**config.mk**
```make
export PLATFORM = sky130hd
export DESIGN_NAME = spc_ram_block
export DESIGN_NICKNAME = d
export VERILOG_FILES = /design/src/rtl/spc_pkg.sv /design/src/rtl/spc_column.sv /design/src/rtl/spc_spare_sel.sv /design/src/rtl/spc_read_override.sv /design/src/rtl/spc_ram_block.sv
export SDC_FILE = /design/constraint.sdc
export NUM_CORES = 1
export LEC_CHECK = 0
export BUFFER_PORTS_ARGS = -buffer_cell sky130_fd_sc_hd__buf_2
export CAP_MARGIN = 5
export CORE_MARGIN = 10
export CORE_UTILIZATION = 37
export DETAILED_ROUTE_END_ITERATION = 8
export PLACE_DENSITY = 0.56
export RECOVER_POWER = 25
export SETUP_SLACK_MARGIN = 0.4
export SYNTH_ARGS = -nofsm -noshare
export SYNTH_HDL_FRONTEND = slang
export SYNTH_HIERARCHICAL = 1
export SYNTH_SLANG_ARGS = --single-unit
```
**constraint.sdc**
```tcl
create_clock -name clk -period 6.05 [get_ports clk]
set_input_delay 1.5125 -clock clk [delete_from_list [all_inputs] [get_ports clk]]
set_output_delay 1.5125 -clock clk [all_outputs]
set_load 0.03 [all_outputs]
```
**src/rtl/spc_pkg.sv**
```systemverilog
// Shared helpers for the column-redundant RAM block.
// Assumes column counts fit in 32 bits.
package spc_pkg;

    // True when a configuration value names a real column.
    function automatic logic col_in_range(input int unsigned sel, input int unsigned ncols);
        return sel < ncols;
    endfunction

endpackage

```
**src/rtl/spc_column.sv**
```systemverilog
// One bit-wide storage column of ROWS rows with a combinational read.
// Write occurs at the clock edge, so a read of the same row in the
// same cycle sees the old bit. The stuck inputs model a physical
// defect on the column's output; tie them low for a healthy column.
// Assumes ROWS is a power of two.
module spc_column #(
    parameter int ROWS = 32,
    localparam int AW = $clog2(ROWS)
) (
    input  logic          clk,
    input  logic          we,
    input  logic [AW-1:0] addr,
    input  logic          din,
    input  logic          stuck_en,
    input  logic          stuck_val,
    output logic          dout
);

    logic [ROWS-1:0] bits;

    // Store the incoming bit in the addressed row.
    always_ff @(posedge clk) begin
        if (we) begin
            bits[addr] <= din;
        end
    end

    // Read the addressed row, overridden by the defect model.
    always_comb begin
        dout = stuck_en ? stuck_val : bits[addr];
    end

endmodule

```
**src/rtl/spc_spare_sel.sv**
```systemverilog
// Spare column input selection and write enable.
// Picks the bit meant for the replaced column from the wide or the
// narrow write path, and enables the spare only when the write covers
// that column. Assumes NIB and COLS are powers of two and COLS > NIB.
module spc_spare_sel
    import spc_pkg::*;
#(
    parameter int COLS = 16,
    parameter int NIB  = 4,
    localparam int CIW  = $clog2(COLS),
    localparam int CW   = CIW + 1,
    localparam int NLOG = $clog2(NIB),
    localparam int NSW  = CIW - NLOG
) (
    input  logic            wr_en,
    input  logic            wr_wide,
    input  logic [NSW-1:0]  nib_sel,
    input  logic [COLS-1:0] wdata_wide,
    input  logic [NIB-1:0]  wdata_nib,
    input  logic [CW-1:0]   cfg_q,
    output logic            spare_we,
    output logic            spare_din
);

    logic           active;
    logic [CIW-1:0] col_idx;
    logic [NSW-1:0] col_nib;
    logic [NLOG-1:0] col_pos;

    // Split the configured column into nibble number and position.
    always_comb begin
        active  = col_in_range(32'(cfg_q), COLS);
        col_idx = cfg_q[CIW-1:0];
        col_nib = col_idx[CIW-1:NLOG];
        col_pos = col_idx[NLOG-1:0];
    end

    // Choose the spare's data and decide whether this write reaches it.
    always_comb begin
        spare_din = wr_wide ? wdata_wide[col_idx] : wdata_nib[col_pos];
        spare_we  = wr_en && active && (wr_wide || (col_nib == nib_sel));
    end

endmodule

```
**src/rtl/spc_read_override.sv**
```systemverilog
// Read path: one 2-input override mux per primary column, a nibble
// selector, and the output registers. The configuration is assumed
// static during normal operation, so the muxes cost delay only.
module spc_read_override
    import spc_pkg::*;
#(
    parameter int COLS = 16,
    parameter int NIB  = 4,
    localparam int CIW  = $clog2(COLS),
    localparam int CW   = CIW + 1,
    localparam int NLOG = $clog2(NIB),
    localparam int NSW  = CIW - NLOG,
    localparam int NNIB = COLS / NIB
) (
    input  logic            clk,
    input  logic            rst_n,
    input  logic [COLS-1:0] prim_bits,
    input  logic            spare_bit,
    input  logic [CW-1:0]   cfg_q,
    input  logic [NSW-1:0]  nib_sel,
    output logic [COLS-1:0] rdata_wide,
    output logic [NIB-1:0]  rdata_nib
);

    logic            use_spare;
    logic [CIW-1:0]  col_idx;
    logic [COLS-1:0] fixed;
    logic [NIB-1:0]  nib_pick;

    // Decode whether replacement is on and which column it hits.
    always_comb begin
        use_spare = col_in_range(32'(cfg_q), COLS);
        col_idx   = cfg_q[CIW-1:0];
    end

    // Per-column override mux.
    for (genvar c = 0; c < COLS; c++) begin : g_ovr
        assign fixed[c] = (use_spare && (col_idx == CIW'(c))) ? spare_bit : prim_bits[c];
    end

    // Select the requested nibble from the corrected row.
    always_comb begin
        nib_pick = '0;
        for (int n = 0; n < NNIB; n++) begin
            if (nib_sel == NSW'(n)) begin
                nib_pick = fixed[n*NIB +: NIB];
            end
        end
    end

    // Register both read outputs.
    always_ff @(posedge clk) begin
        if (!rst_n) begin
            rdata_wide <= '0;
            rdata_nib  <= '0;
        end else begin
            rdata_wide <= fixed;
            rdata_nib  <= nib_pick;
        end
    end

endmodule

```
**src/rtl/spc_ram_block.sv**
```systemverilog
// Column-redundant RAM block: COLS primary columns of ROWS rows and
// one spare column. A configuration register names the column the
// spare replaces (COLS or above disables replacement). Writes come
// from a wide path or a one-nibble narrow path. Assumes ROWS, COLS
// and NIB are powers of two and COLS > NIB.
module spc_ram_block #(
    parameter int COLS = 16,
    parameter int ROWS = 32,
    parameter int NIB  = 4,
    localparam int AW   = $clog2(ROWS),
    localparam int CIW  = $clog2(COLS),
    localparam int CW   = CIW + 1,
    localparam int NLOG = $clog2(NIB),
    localparam int NSW  = CIW - NLOG
) (
    input  logic            clk,
    input  logic            rst_n,
    input  logic            cfg_we,
    input  logic [CW-1:0]   cfg_sel,
    input  logic            wr_en,
    input  logic            wr_wide,
    input  logic [AW-1:0]   addr,
    input  logic [NSW-1:0]  nib_sel,
    input  logic [COLS-1:0] wdata_wide,
    input  logic [NIB-1:0]  wdata_nib,
    input  logic [COLS-1:0] flt_en,
    input  logic [COLS-1:0] flt_val,
    output logic [COLS-1:0] rdata_wide,
    output logic [NIB-1:0]  rdata_nib
);

    logic [CW-1:0]   cfg_q;
    logic [COLS-1:0] col_we;
    logic [COLS-1:0] col_din;
    logic [COLS-1:0] prim_bits;
    logic            spare_we;
    logic            spare_din;
    logic            spare_bit;

    // Replacement configuration register, disabled after reset.
    always_ff @(posedge clk) begin
        if (!rst_n) begin
            cfg_q <= CW'(COLS);
        end else if (cfg_we) begin
            cfg_q <= cfg_sel;
        end
    end

    // Primary columns with their per-column write steering.
    for (genvar c = 0; c < COLS; c++) begin : g_col
        assign col_we[c]  = wr_en && (wr_wide || (nib_sel == NSW'(c / NIB)));
        assign col_din[c] = wr_wide ? wdata_wide[c] : wdata_nib[c % NIB];

        spc_column #(.ROWS(ROWS)) u_col (
            .clk       (clk),
            .we        (col_we[c]),
            .addr      (addr),
            .din       (col_din[c]),
            .stuck_en  (flt_en[c]),
            .stuck_val (flt_val[c]),
            .dout      (prim_bits[c])
        );
    end

    spc_spare_sel #(.COLS(COLS), .NIB(NIB)) u_sel (
        .wr_en      (wr_en),
        .wr_wide    (wr_wide),
        .nib_sel    (nib_sel),
        .wdata_wide (wdata_wide),
        .wdata_nib  (wdata_nib),
        .cfg_q      (cfg_q),
        .spare_we   (spare_we),
        .spare_din  (spare_din)
    );

    spc_column #(.ROWS(ROWS)) u_spare (
        .clk       (clk),
        .we        (spare_we),
        .addr      (addr),
        .din       (spare_din),
        .stuck_en  (1'b0),
        .stuck_val (1'b0),
        .dout      (spare_bit)
    );

    spc_read_override #(.COLS(COLS), .NIB(NIB)) u_rd (
        .clk        (clk),
        .rst_n      (rst_n),
        .prim_bits  (prim_bits),
        .spare_bit  (spare_bit),
        .cfg_q      (cfg_q),
        .nib_sel    (nib_sel),
        .rdata_wide (rdata_wide),
        .rdata_nib  (rdata_nib)
    );

endmodule

```
[Yosys cells after proc, flatten, opt, wreduce, memory -nomap -nowiden]
Cells that the tools add are included.
Storage, ports and cells
  register bits: 569
  output and inout port bits: 20
  word-level logic and storage cells: 184
  bits of input ports: 69
Operators by class
  equal/unequal tests: 19
  mux-type cells: 110
  reductions and logical operators: 30
  order comparisons: 5
Operators by type and width (number)
  32-bit bitwise mux: 17
  1-bit binary-select mux with 5-bit select: 17
  1-bit 2-to-1 mux: 69
  4-bit equality test, second input constant: 8
  1-bit logical AND: 23
  4-bit by 3-bit equality test with 1-bit output, second input constant: 4
  4-bit 2-to-1 mux: 4
  4-bit by 2-bit equality test with 1-bit output, second input constant: 2
  5-bit by 6-bit less-than comparator with 1-bit output, second input constant: 1
  1-bit demux with 5-bit select: 1
  5-bit by 1-bit greater-or-equal comparator with 1-bit output, second input constant: 1
  1-bit logical OR: 5
  4-bit by 5-bit less-than comparator with 1-bit output, second input constant: 1
  5-bit less-than comparator, second input constant: 1
  1-bit binary-select mux with 4-bit select: 1
  2-bit equality test, second input constant: 2
  4-bit by 1-bit equality test with 1-bit output, second input constant: 1
  4-bit logical NOT: 1
  2-bit by 3-bit less-than comparator with 1-bit output, second input constant: 1
  1-bit binary-select mux with 2-bit select: 1
  2-bit by 1-bit equality test with 1-bit output, second input constant: 1
  2-bit equality test: 1
  2-bit logical NOT: 1

[Logic depth before layout (Yosys ltp)]
Gate-level depths: netlist of the first run.
  depth in word-level cells: 8
  mapped depth: 11

[Hierarchy]
Netlist of the first run, hierarchy kept.
By module, submodules not included
  spc_column at g_col[0].u_col ...: sequential area each 960.9 sq um, area an instance 1510.2 sq um, times used 16, cells each 110
  spc_column at u_spare: sequential area each 960.9 sq um, area an instance 1497.7 sq um, times used 1, cells each 108
  spc_read_override: sequential area each 400.4 sq um, area an instance 957.2 sq um, times used 1, cells each 107
  spc_ram_block: sequential area each 100.1 sq um, area an instance 449.2 sq um, times used 1, cells each 63
  spc_spare_sel: sequential area each 0.0 sq um, area an instance 203.9 sq um, times used 1, cells each 12

[Worst setup path after synthesis of the first run]
OpenSTA, ideal clock, no wires.
  kind: input to register
  from: input port addr[0]
  to: register u_rd.rdata_nib[1]
  stages on the path: 10
  arrival: 3.259 ns
  slack: 2.673 ns
  path through: buf_6 mux4_2 nor2b_1 a41oi_2 a41oi_2 and3b_1 clkbuf_1 a21oi_1 a32oi_1 o2111a_1
RTL lines
  start, declared: line spc_ram_block.sv:22  | input logic [AW-1:0] addr,
  1-bit binary-select mux with 5-bit select (*): line spc_column.sv:30  | dout = stuck_en ? stuck_val : bits[addr];
  1-bit 2-to-1 mux (not written as such) (*): line spc_column.sv:30
  net spare_bit: line spc_ram_block.sv:38  | logic spare_bit;
  1-bit 2-to-1 mux: line spc_read_override.sv:38  | assign fixed[c] = (use_spare && (col_idx == CIW'(c))) ? spare_bit : prim_bits[c];
  4-bit 2-to-1 mux (3 in a row): line spc_read_override.sv:45  | if (nib_sel == NSW'(n)) begin
  4-bit 2-to-1 mux (*): line spc_read_override.sv:45
  end signal, assigned: line spc_read_override.sv:58  | rdata_nib <= nib_pick;
  end, declared: line spc_read_override.sv:22  | output logic [NIB-1:0] rdata_nib
Mark *: on every way through the listed nets, which the timed path passes. The rest lies on a longest branch. The select of a mux whose other input is x is not followed.
A chain may end at the register's enable or synchronous reset.

[Worst setup path after layout of the first run]
  from: input port wr_wide
  to: register g_col[0].u_col.bits[7] (enable)
Between the ends
  cells in the longest elaborated chain, start to end: 2
RTL lines
  start, declared: line spc_ram_block.sv:21  | input logic wr_wide,
  1-bit logical OR: line spc_ram_block.sv:51  | assign col_we[c] = wr_en && (wr_wide || (nib_sel == NSW'(c / NIB)));
  1-bit logical AND: line spc_ram_block.sv:51
  net col_we[0]: line spc_ram_block.sv:33  | logic [COLS-1:0] col_we;
  end signal, assigned by index: line spc_column.sv:24  | bits[addr] <= din;
  end, declared: line spc_column.sv:19  | logic [ROWS-1:0] bits;
The timed path passes the listed nets, and every way through them passes these cells.

==> reports/results.tsv, run 1 <==
metric	value	unit
Worst setup SP type	input pin	
met3 GRT Util	3.92	%
placed instance count	2993	
Min-Delay Path Class	reg2reg	
CTS Buf Count	61	
Rel. slew slack	-5.57	%
GRT overflow	0	
# port buffers	88	
Worst-path clk slew	60	ps
total of max-cap violations	1	
WHS	723	ps
sequential power share	50.6	%
vias in the first global route	17300	
Reg area	16800	um^2
met1 Track Usage GR	20.7	%
DIE AREA	85000	um^2
# resized after CTS	0	
Crit path buffers/inverters	2	
# nets final	2167	
met2 usage	22.8	%
status	finished with violations	
core region area	73000	um^2
min Tclk post-route	4040	ps
library cells used by synthesis	46	
switching power	2.05	mW
final hold violation count	0	
Synth Instances	2050	
Setup violations, final	0	
die width	291	um
GPL Wtd Cong	0.785	
TNS Setup	0	ps
unrepaired setup endpoints after global routing	false	
Overall Power	8.75	mW
pwr dens	290	nW/um^2
Worst Skew	19.7	ps
P_leak	9.16	nW
global-route wire length before repair	101000	um
DR pass1 iterations	5	
maximum fanout along the worst path	26	
die height	291	um
row cnt	99	
Comb pwr share	8.4	%
switching power share of the total	23.4	%
CP Data Required Time	6360	ps
Post-CTS Setup Inserts	0	
non-filler cells, final	3107	
# IOs	89	
Slew Limit Fails	27	
Multi-input gate area	9500	um^2
worst path cell trace	buf_2 -> clkbuf_1 -> o21a_1 -> nand3_1 -> nor2_1	
commonest non-fill, non-tap cells in the layout	nor2_1, edfxtp_1, mux2i_1	
Ys Warns	6	
syn avg cell area	13.3	um^2
WL final	64900	um
Wirelength per Cell	20.9	um
maximum root-to-sink buffer count	3	
Internal	6.70	mW
initial drt markers	1352	
crit path capture type	register	
H-tree depth	2	
layout cell share with drive strength beyond 1	16.5	%
Critical-path top delay cell	clkbuf_1	
FMAX	247	MHz
failing checks	max-capacitance violations, max-slew violations	
largest net degree at the start of global routing	99	
Clk pwr share	41.0	%
Peak VDD IR	0.000209	V
layout filler cell count	6787	
Synth Cell Area	27300	um^2
initial antenna violation count	4	
Clock Latency Late Sink	620	ps
starting density of the core	37.4	%
area growth from synthesis to layout	10.5	%
cts hold-fix bufs	0	
DRC	0	
commonest non-fill, non-tap cell in the layout	nor2_1	
CP max stage delay	1130	ps
Synth Register Bits	569	
Global Route Usage Sum	14.9	%
Sink Count	569	
critical path data arrival time	4350	ps
CTS tree	done	
routed vias	17000	
Detail Placement HPWL	39700	um
sequential area share after synthesis	61.7	%
Worst Tran Pin Value	1580	ps
period utilisation layout	66.8	%
Crit path max-delay family	buffers and inverters	
crit path kind	in2reg	
antenna viol nets, final	0	
Most Used Layer, Global Route	met2	
clock root cell	clkbuf_16	
vias per cell	5.46	
[power groups by stage]
stage | Clock (mW) | Combinational [mW] | Sequential, mW
after global routing | 3.83 | 0.804 | 4.43
final | 3.59 | 0.738 | 4.43
after floorplan | 0 | 0.484 | 4.52
after CTS | 3.69 | 0.745 | 4.43
after global placement | 0 | 0.732 | 4.51
after detailed placement | 0 | 0.742 | 4.51
[cell type report]
| cell class | instances | area share (%) |
|---|---|---|
| clock inverters | 22 | 0.669 |
| clock buffers | 90 | 5.66 |
| multi-input cells | 1340 | 31.5 |
| flip-flops and latches | 569 | 55.9 |
| repair buffers | 107 | 2.04 |
| well taps | 959 | 3.98 |
| diodes | 1 | 0.00830 |
| inverters | 19 | 0.237 |
[worst min-delay path, delay by kind of cell, from the launching register on]
family / cells / cell delay, ps
flip-flops: 1 / 430
multiplexers: 1 / 180
AND/OR/NAND/NOR: 1 / 70
[registers in the layout, summed over array words and instances, names as in the netlist]
signal and flops:
cfg_q 5, u_rd/rdata_nib 4, g_col.u_col/bits 512, u_spare/bits 32, u_rd/rdata_wide 16
[layer usage]
metal,routed length (um),vias to the layer above
met2,29200,480
met5,27,-
met4,1110,4
met3,5010,74
met1,29500,8654
li1,-,7747
[final timing paths]
| check | startpoint | end | slack (ps) | cells after the start |
|---|---|---|---|---|
| worst min register to register | cfg_q[4] | cfg_q[4] | 720 | 2 |
| worst max register to register | cfg_q[1] | u_spare/bits[25] | 3180 | 3 |
| worst min-delay path | cfg_q[4] | cfg_q[4] | 720 | 2 |
| worst max-delay path | wr_wide | g_col[0].u_col/bits[7] | 2010 | 5 |
[cells in the mapped netlist, drive strengths merged]
cell type | n | area (um^2)
and3b | 2 | 17.5
edfxtp | 544 | 16300
xnor2 | 2 | 17.5
and2 | 2 | 12.5
nand2 | 55 | 231
nand3b | 86 | 646
a41oi | 34 | 553
nand2b | 6 | 47.5
mux4 | 91 | 2080
o221ai | 17 | 255
nor2b | 60 | 375
buf | 103 | 786
inv | 19 | 71.3
a32oi | 2 | 17.5
o21a | 11 | 82.6
a31oi | 18 | 113
o22ai | 17 | 106
a21oi | 22 | 110
mux2 | 1 | 15.0
dfxtp | 25 | 500
clkbuf | 21 | 80.1
a21boi | 14 | 105
nor3 | 1 | 5.00
o21ai | 29 | 145
mux2i | 107 | 1070
nor2 | 597 | 2240
or3b | 54 | 513
o31ai | 6 | 45.0
or3 | 20 | 125
o2111a | 2 | 22.5
conb | 1 | 3.75
nand3 | 53 | 265
and3 | 8 | 50.1
nor3b | 3 | 22.5
a22oi | 17 | 208
[metrics by stage]
| stage | utilization, % | cell area, um^2 | worst slack (ps) |
|---|---|---|---|
| global route | 41.3 | 30100 | 1860 |
| floorplan | - | 27300 | 2670 |
| global placement | 38.7 | 28200 | 1410 |
| detailed placement | 38.7 | 28200 | 1390 |
| CTS | 41.3 | 30200 | 2080 |
| finish | 41.3 | 30100 | 2010 |
[logic make-up after synthesis]
logic type	count (synthesis)	synth area share (%)
DFF	569	61.7
AOI/OAI and AO/OA	189	6.46
other	1	0.0138
xor gates and xnor gates	2	0.0642
muxes	199	11.6
and+or+nand+nor	947	16.7
buffers and inverters	143	3.44
Power figures use the tool's default switching activity.
==> run 2, diff against run 1 <==
--- a/config.mk
+++ b/config.mk
@@ -5,6 +5,7 @@
 export SDC_FILE = /design/constraint.sdc
 export NUM_CORES = 1
 export LEC_CHECK = 0
+export ABC_AREA = 1
 export BUFFER_PORTS_ARGS = -buffer_cell sky130_fd_sc_hd__buf_2
 export CAP_MARGIN = 5
 export CORE_MARGIN = 10
==> constraint.sdc (replaced) <==
create_clock -name clk -period 3.9 [get_ports clk]
set_input_delay 0.975 -clock clk [delete_from_list [all_inputs] [get_ports clk]]
set_output_delay 0.975 -clock clk [all_outputs]
set_load 0.03 [all_outputs]
==> run 2 against run 1 <==
Net effect:
- the run now ends clean
- clock-buffer cell count decreased by 4
- final cell count is 46% higher
- area after synthesis up 4.9%
- die area is 4.6% higher
- sequential cell count unchanged
- worst hold slack got worse by 190 ps
- register-to-register slack worse by 1800 ps
- power rose by 61%
- routed wire length is 12% higher
- via count increased by 29%
- critical path type unchanged
==> reports/results.tsv, run 2 <==
metric	value	unit	change
H-tree depth	3		+1
Ys Warns	6		unchanged
ys async rst share	0	%	unchanged
crit path kind	in2reg		
Synth Register Bits	569		unchanged
Global Route Usage Sum	16.0	%	+1.1 points
Setup violations, final	0		unchanged
Synth Instances	3357		+64%
Min-Delay Path Class	reg2reg		
vias per cell	4.82		-12%
ranking of synthesized cells by area	edfxtp_1, nand2_1, nor2_1		
GPL Wtd Cong	0.837		+6.6%
pwr dens	439	nW/um^2	+51%
largest net degree at the start of global routing	77		-22%
die height	298	um	+2.3%
Worst Tran Pin Value	1030	ps	-553 ps
# resized after CTS	0		unchanged
P_leak	12.5	nW	+37%
Critical-path top delay cell	clkbuf_1		
placed instance count	4422		+48%
Synth Cell Area	28600	um^2	+4.9%
final hold violation count	0		unchanged
maximum root-to-sink buffer count	3		unchanged
WL final	72400	um	+12%
critical path data arrival time	3360	ps	-990 ps
Worst Skew	30.6	ps	+10.9 ps
commonest non-fill, non-tap cell in the layout	nand2_1		
TNS Setup	0	ps	unchanged
Clock Latency Late Sink	600	ps	-20 ps
top post-synthesis cells by count	nand2_1, nor2_1, edfxtp_1, inv_1, nand3_1		
Sink Count	569		unchanged
Post-CTS Setup Inserts	0		unchanged
DR pass1 iterations	5		unchanged
CTS tree	done		
sequential area share after synthesis	58.8	%	-2.9 points
non-filler cells, final	4539		+46%
EDFF count, synth	544		unchanged
Rel. slew slack	31.1	%	+37 points
initial antenna violation count	17		+13
Worst setup SP type	input pin		
routed vias	21900		+29%
clock root cell	clkbuf_16		
Wirelength per Cell	15.9	um	-24%
CP Data Required Time	4200	ps	-2160 ps
initial drt markers	1493		+10%
max FFs per register	512		unchanged
total of max-cap violations	0		-1
antenna viol nets, final	0		unchanged
prevailing post-synth register cell	edfxtp_1		
Peak VDD IR	0.000301	V	+44%
global-route wire length before repair	115000	um	+14%
unrepaired setup endpoints after global routing	false		
Slew Limit Fails	0		-100%
min Tclk post-route	3060	ps	
layout cell share with drive strength beyond 1	8.01	%	-8.5 points
period utilisation layout	78.5	%	
FMAX	326	MHz	
Detail Placement HPWL	47000	um	+19%
status	finished clean		
maximum fanout along the worst path	21		-19%
DRC	0		unchanged
area growth from synthesis to layout	11.9	%	
syn avg cell area	8.52	um^2	-36%
commonest non-fill, non-tap cells in the layout	nand2_1, nor2_1, edfxtp_1		
row cnt	101		+2.0%
starting density of the core	37.5	%	+0.11 points
worst path cell trace	clkbuf_1 -> inv_1 -> a21oi_1 -> buf_4 -> nand3_1 -> nor2_1		
area leader, netlist	edfxtp_1		
count leader, synth	nand2_1		
crit path capture type	register		
core region area	76300	um^2	+4.6%
# IOs	89		unchanged
library cells used by synthesis	25		-46%
GRT overflow	0		unchanged
DIE AREA	88900	um^2	+4.6%
# port buffers	88		unchanged
vias in the first global route	21000		+21%
# nets final	3529		+63%
Largest Register	g_col.u_col/bits		
die width	298	um	+2.3%
cts hold-fix bufs	0		unchanged
Worst-path clk slew	60	ps	about the same
post-synth top area share	57.1	%	-2.8 points
biggest regs	g_col.u_col/bits (512), u_spare/bits (32), u_rd/rdata_wide (16)		
CTS Buf Count	66		+8.2%
CP max stage delay	740	ps	-390 ps
-- run 2: power breakdown --
group	internal [mW]	switching (mW)	leakage [nW]	total [mW]
combinational	0.311	0.970	6.59	1.28
clock	3.48	2.42	0.992	5.90
sequential	6.83	0.0455	4.95	6.87
total	10.6	3.44	12.5	14.1
-- run 2: kinds of logic (layout without fill, tap and decap cells) --
kind of cell / count (synthesis) / count (layout) / share of synthesized area (%)
buf+inv: 394 / 542 / 7.04
other cells: 1 / 5 / 0.0131
flops: 569 / 569 / 58.8
xor+xnor: 2 / 2 / 0.0612
compound gates: 20 / 20 / 0.367
simple gates: 2371 / 2371 / 33.7
-- run 2: final cells by class --
cell class,instances,area [um^2]
Sequential cell,569,16800
Inverter,303,1220
Tap cell,1030,1290
Antenna cell,2,5.00
Clock buffer,86,1780
Fill cell,7845,44300
Clock inverter,29,268
Multi-Input combinational cell,2396,9780
Timing Repair Buffer,124,832
-- run 2: final timing paths --
kind	startpoint	end	slack (ps)	depth (start not counted)
worst max register to register	cfg_q[2]	u_spare/bits[13]	1360	5
worst min register to register	cfg_q[0]	cfg_q[0]	530	2
worst min-delay path	cfg_q[0]	cfg_q[0]	530	2
worst max-delay path	wr_wide	g_col[11].u_col/bits[25]	840	6
-- run 2: critical path, delay by kind of cell --
kind,cells,cell delay (ps)
AOI/OAI and AO/OA,1,250
buffers and inverters,3,1440
and+or+nand+nor,2,680
-- run 2: metal layers --
metal	up-vias	track usage, %	part of all wire (%)
li1	11000	-	-
met1	10200	21.0	45
met5	-	0	0.18
met3	129	3.36	6.9
met4	24	5.22	2.5
met2	490	25.8	46
-- run 2: stage by stage --
stage               utilization (%)  setup slack (ps)  cell area [um^2]  hold WS (ps)  power, mW
floorplan                         -              1280             28600           515       7.83
global placement               39.3               697             30000           491       8.30
detailed placement             39.3               691             30000           524       8.30
CTS                            42.0              1340             32000           536       14.3
global route                   41.9               696             32000           605       14.7
finish                         41.9               837             32000           534       14.1
